<file path="src/rtl/acr_pkg.sv">
package acr_pkg;
  typedef enum logic [2:0] {
    OP_OR  = 3'd0,
    OP_SBC = 3'd1,
    OP_ROL = 3'd2,
    OP_ROR = 3'd3,
    OP_SEC = 3'd4
  } acr_op_e;

  localparam int CCW   = 8;
  localparam int CC_V  = 7;
  localparam int CC_H  = 4;
  localparam int CC_I  = 3;
  localparam int CC_N  = 2;
  localparam int CC_Z  = 1;
  localparam int CC_C  = 0;
  localparam logic [CCW-1:0] CC_FIXED = 8'h60;
endpackage

</file>
<file path="src/rtl/acr_or_unit.sv">
module acr_or_unit #(
  parameter int W = 8
) (
  input  logic [W-1:0] a,
  input  logic [W-1:0] m,
  output logic [W-1:0] r
);
  assign r = a | m;
endmodule

</file>
<file path="src/rtl/acr_sub_unit.sv">
module acr_sub_unit #(
  parameter int W = 8
) (
  input  logic [W-1:0] a,
  input  logic [W-1:0] m,
  input  logic         cin,
  output logic [W-1:0] r,
  output logic         borrow,
  output logic         ovf
);
  localparam int XW = W + 1;
  logic [XW-1:0] diff;

  assign diff   = {1'b0, a} - {1'b0, m} - {{W{1'b0}}, cin};
  assign r      = diff[W-1:0];
  assign borrow = diff[W];
  assign ovf    = (a[W-1] & ~m[W-1] & ~r[W-1]) | (~a[W-1] & m[W-1] & r[W-1]);
endmodule

</file>
<file path="src/rtl/acr_rot_unit.sv">
module acr_rot_unit #(
  parameter int W    = 8,
  parameter bit LEFT = 1'b1
) (
  input  logic [W-1:0] a,
  input  logic         cin,
  output logic [W-1:0] r,
  output logic         cout
);
  generate
    if (LEFT) begin : g_left
      assign r    = {a[W-2:0], cin};
      assign cout = a[W-1];
    end else begin : g_right
      assign r    = {cin, a[W-1:1]};
      assign cout = a[0];
    end
  endgenerate
endmodule

</file>
<file path="src/rtl/acc_rot_unit.sv">
module acc_rot_unit
  import acr_pkg::*;
#(
  parameter int W = 8
) (
  input  logic         clk,
  input  logic         rst,
  input  logic         in_valid,
  input  logic [2:0]   op,
  input  logic [W-1:0] acc_in,
  input  logic [W-1:0] mem_in,
  input  logic [7:0]   ccr_in,
  output logic         out_valid,
  output logic [W-1:0] res_out,
  output logic [7:0]   ccr_out
);
  localparam int MSB = W - 1;

  logic [W-1:0] or_r, sub_r, rol_r, ror_r;
  logic         sub_b, sub_v, rol_c, ror_c;
  logic         c_in;
  logic [W-1:0] nxt_res;
  logic [7:0]   nxt_ccr;

  assign c_in = ccr_in[CC_C];

  acr_or_unit  #(.W(W)) u_or  (.a(acc_in), .m(mem_in), .r(or_r));
  acr_sub_unit #(.W(W)) u_sub (.a(acc_in), .m(mem_in), .cin(c_in),
                               .r(sub_r), .borrow(sub_b), .ovf(sub_v));
  acr_rot_unit #(.W(W), .LEFT(1'b1)) u_rol (.a(acc_in), .cin(c_in), .r(rol_r), .cout(rol_c));
  acr_rot_unit #(.W(W), .LEFT(1'b0)) u_ror (.a(acc_in), .cin(c_in), .r(ror_r), .cout(ror_c));

  always_comb begin
    nxt_res = acc_in;
    nxt_ccr = ccr_in | CC_FIXED;
    case (op)
      OP_OR: begin
        nxt_res       = or_r;
        nxt_ccr[CC_V] = 1'b0;
      end
      OP_SBC: begin
        nxt_res       = sub_r;
        nxt_ccr[CC_V] = sub_v;
        nxt_ccr[CC_C] = sub_b;
      end
      OP_ROL: begin
        nxt_res       = rol_r;
        nxt_ccr[CC_C] = rol_c;
        nxt_ccr[CC_V] = rol_r[MSB] ^ rol_c;
      end
      OP_ROR: begin
        nxt_res       = ror_r;
        nxt_ccr[CC_C] = ror_c;
        nxt_ccr[CC_V] = ror_r[MSB] ^ ror_c;
      end
      OP_SEC: nxt_ccr[CC_C] = 1'b1;
      default: ;
    endcase
    if (op <= 3'd3) begin
      nxt_ccr[CC_N] = nxt_res[MSB];
      nxt_ccr[CC_Z] = (nxt_res == '0);
    end
  end

  always_ff @(posedge clk) begin
    if (rst) begin
      out_valid <= 1'b0;
      res_out   <= '0;
      ccr_out   <= CC_FIXED;
    end else begin
      out_valid <= in_valid;
      if (in_valid) begin
        res_out <= nxt_res;
        ccr_out <= nxt_ccr;
      end
    end
  end

  assert_hold_idle_R2: assert property (@(posedge clk) disable iff (rst)
    !in_valid |=> (!out_valid && $stable(res_out) && $stable(ccr_out)));

  assert_or_clears_v_R3: assert property (@(posedge clk) disable iff (rst)
    (in_valid && op == 3'd0) |=> (!ccr_out[CC_V] && res_out == ($past(acc_in) | $past(mem_in))));

  assert_rol_carry_R6: assert property (@(posedge clk) disable iff (rst)
    (in_valid && op == 3'd2) |=> (ccr_out[CC_C] == $past(acc_in[MSB]) && res_out[0] == $past(ccr_in[CC_C])));

  assert_ror_carry_R7: assert property (@(posedge clk) disable iff (rst)
    (in_valid && op == 3'd3) |=> (ccr_out[CC_C] == $past(acc_in[0]) && res_out[MSB] == $past(ccr_in[CC_C])));

  assert_sec_only_c_R9: assert property (@(posedge clk) disable iff (rst)
    (in_valid && op == 3'd4) |=> (ccr_out[CC_C] && ccr_out[7] == $past(ccr_in[7])
                                  && ccr_out[4:1] == $past(ccr_in[4:1])));

  assert_h_i_kept_R10: assert property (@(posedge clk) disable iff (rst)
    in_valid |=> (ccr_out[CC_H] == $past(ccr_in[CC_H]) && ccr_out[CC_I] == $past(ccr_in[CC_I])
                  && ccr_out[6:5] == 2'b11));

  assert_nz_track_R11: assert property (@(posedge clk) disable iff (rst)
    (in_valid && op <= 3'd3) |=> (ccr_out[CC_N] == res_out[MSB] && ccr_out[CC_Z] == (res_out == '0)));

  assert_reserved_pass_R12: assert property (@(posedge clk) disable iff (rst)
    (in_valid && op >= 3'd5) |=> (res_out == $past(acc_in) && ccr_out == ($past(ccr_in) | CC_FIXED)));
endmodule

</file>
<file path="config.mk">
export PLATFORM = sky130hd
export DESIGN_NAME = acc_rot_unit
export DESIGN_NICKNAME = d
export VERILOG_FILES = /design/src/rtl/acr_pkg.sv /design/src/rtl/acr_or_unit.sv /design/src/rtl/acr_sub_unit.sv /design/src/rtl/acr_rot_unit.sv /design/src/rtl/acc_rot_unit.sv
export SDC_FILE = /design/constraint.sdc
export NUM_CORES = 1
export LEC_CHECK = 0
export ABC_AREA = 1
export BUFFER_PORTS_ARGS = -buffer_cell sky130_fd_sc_hd__buf_2
export CORE_UTILIZATION = 40
export CTS_BUF_LIST = sky130_fd_sc_hd__clkbuf_16
export DETAILED_ROUTE_END_ITERATION = 12
export SYNTH_ARGS = -nofsm -noshare
export SYNTH_HDL_FRONTEND = slang
export SYNTH_SLANG_ARGS = --single-unit
</file>
<file path="constraint.sdc">
create_clock -name clk -period 3.15 [get_ports clk]
set_input_delay 0 -clock clk [delete_from_list [all_inputs] [get_ports clk]]
set_output_delay 0 -clock clk [all_outputs]
set_load 0.005 [all_outputs]
</file>
==> flow_summary.ini <==
[run_status]
status = complete, no violations

[sta]
setup_viol = 0
slew_violations = 0
rsz0062_at_grt = false
min_period_over_period_pct = 57.7
setup_tns_ns = 0
max_freq_mhz = 551
clock_skew_ns = 0
period_needed_ns = 1.82
finalHoldViolCount = 0

[yosys]
syn_area_per_cell_um2 = 6.22
synth.distinct_cells = 36
synth_top_area_share_pct = 17.6
netlist_area_um2 = 1710
yosysTopAreaCell = dfxtp_1
ys_ff_latch = 15
async_flop_share_pct = 0
ys.warnings.count = 0
ys_top_cells_by_area = dfxtp_1 18%, ha_1 15%, nand2_1 14%
ys_seq_area_share_pct = 17.6
synth_edf_count = 0
synth_cells = 274
synthFlopType = dfxtp_1

[placed_design]
dp.final_hpwl_um = 3350
portBuffers = 42
gp_congestion = 0.874

[grt]
grt_use_met1_pct = 26.2
grt_pass1_wl_um = 6600
grtUsageMet3_pct = 4.05
antenna_found_initial = 0
grt_usage_pct = 19.2
grt_most_used_layer = met2
grt_max_degree = 20
overflow = 0
met2_usage_pct = 32.3
grt_pass1_vias = 1516

[cts]
cts_hold_buf = 2
cts_buffers = 3
cts_buffer_depth = 2
cts_root_buf = clkbuf_16
ctsResizeCount = 0
clkLatencyLatePin_ns = 0.24
post-cts-setup-buffers = 0
clk_pin_slew_ns = 0.05
cts_sinks = 15
htree_num_levels = 1
cts_tree = yes

[cells_and_area]
fin_nets = 369
fin_util_pct = 50.1
drive_gt1_share_pct = 20.6
syn2layout_area_growth_pct = 19.3
antennaDiodeCount = 0

[die]
die-height_um = 67.3
io-pin-count = 47
start_util_pct = 42.0
core_area_um2 = 4060
die-area_um2 = 4530
die_w_um = 67.3
num_rows = 23

[drt]
drtIter0Drc = 76
drt-total-wl_um = 4070
drc = 0
wl_per_cell_um = 11.1
via_per_inst = 4.83
postRouteAntennaNets = 0
vias = 1763
firstDrtPassIters = 4

[critical_path]
cp.buffers_inverters = 5
slowest_stage = fa_1
worstPathRequired_ns = 3.28
cpMostUsedCell = nand2_1
critPathMaxStageDelay_ns = 0.51
path_max_fanout = 4
path_class = in -> reg
end_kind = flip-flop
cp-start-kind = input port
crit_family = simple AND/OR/NAND/NOR gates
reg2reg_slack_ns = 2.52
worstPathCellList = buf_2, inv_1, fa_1, inv_1, ha_1, inv_1, nand2_1, nand2_1, nand2_1, nand3_1, nand3_1, nand3_1, nand2_1, nor2_2, nand2_1, o211ai_1, inv_2
arrival_ns = 1.95

[pwr]
p_leak_nw = 1.15
vdd_ir_drop_max_mv = 0.209
p_per_area_nw_per_um2 = 351

[hold_path]
hold_path.class = in -> reg

[flow_run]
max_cap_violations = 0
[area by class of cell]
| cell class | count | area (um2) |
|---|---|---|
| clock buffers | 3 | 75.1 |
| clock inverters | 1 | 3.75 |
| fillers | 456 | 2020 |
| inverters | 53 | 201 |
| multi-input cells | 199 | 1160 |
| flip-flops and latches | 15 | 300 |
| well taps | 50 | 62.6 |
| repair buffers | 44 | 230 |
[state kept, by name, summed over array words and instances (netlist names)]
signal and count:
out_valid 1, res_out 8, ccr_out 6
[power by group]
part / leakage (nW) / switching, mW / internal, mW / total [mW]
Sequential: 0.124 / 0.00599 / 0.205 / 0.211
Clock: 0.0423 / 0.0682 / 0.167 / 0.235
Combinational: 0.988 / 0.163 / 0.104 / 0.267
Total: 1.15 / 0.237 / 0.476 / 0.714
[cell usage after synthesis (2+ instances only)]
library cell and count:
nor2_1 23, inv_2 6, nand2_2 4, nor2_2 3
ha_1 21, o211ai_1 5, fa_1 2, nand3b_1 2
dfxtp_1 15, nand3_1 25, inv_1 45, o21ai_1 6
o22ai_1 3, nand4_1 2, a21oi_1 14, o21ai_0 11
nand2_1 64, clkbuf_1 2, buf_4 4
[layout by cell type, fill, tap and decap left out]
cell type       n
xnor2_1         1
nand3b_1        2
o21ai_0        11
nand2_2         4
nand3_1        25
o21a_1          1
inv_2           6
nor3_1          1
xor2_1          1
o21ai_1         6
o22ai_1         3
a21oi_1        14
conb_1          2
nand4_1         2
nor3_4          1
clkbuf_16       3
o221ai_1        1
inv_1          46
dlygate4sd3_1   2
nor2_2          3
nand3_4         1
inv_4           1
a311oi_1        1
nand3_2         1
buf_2          42
fa_1            2
dfxtp_1        15
ha_1           21
nor2_1         23
nor3_2          1
o211ai_1        5
or2_2           1
a21oi_2         1
nand2_1        64
clkinv_1        1
[per-stage QoR]
step / instance area, um2 / setup slack (ns) / cells / power, mW / hold WS (ns)
after global routing: 2030 / 1.13 / 365 / 0.780 / 0.0344
after floorplan: 1710 / 1.47 / 275 / 0.405 / 0.0691
after detailed placement: 1940 / 1.08 / 359 / 0.480 / 0.207
final: 2030 / 1.33 / 365 / 0.714 / 0.0226
after global placement: 1940 / 1.10 / 359 / 0.477 / 0.209
after CTS: 2030 / 1.33 / 365 / 0.723 / 0.0275
[path summary, 6_finish.rpt]
path | start | depth (start not counted) | to
min reg2reg | ccr_out[7] | 2 | ccr_out[7]
max reg2reg | ccr_out[1] | 2 | ccr_out[1]
min | ccr_in[3] | 3 | ccr_out[3]
max | ccr_in[0] | 17 | res_out[7]
[cells by family (layout without fill, tap and decap cells)]
kind of cell    after synthesis  after routing  share of synthesized area, %
simple gates                129            129                          34.5
buf+inv                      61            101                          14.5
other cells                   1              2                         0.220
xor+xnor                      2              2                          1.03
flops                        15             15                          17.6
fa+ha+maj                    23             23                          17.8
compound gates               43             43                          14.4
[tightest hold or removal path: cells and delay by family]
family	cells	cell delay [ns]
simple gates	2	0.14
buf+inv	1	0.07
[metal layers]
layer	vias up	share of wire [%]
met4	0	0
met3	0	4.6
met1	772	50
met5	-	0
met2	39	45
li1	952	-
Power figures use the tool's default switching activity.
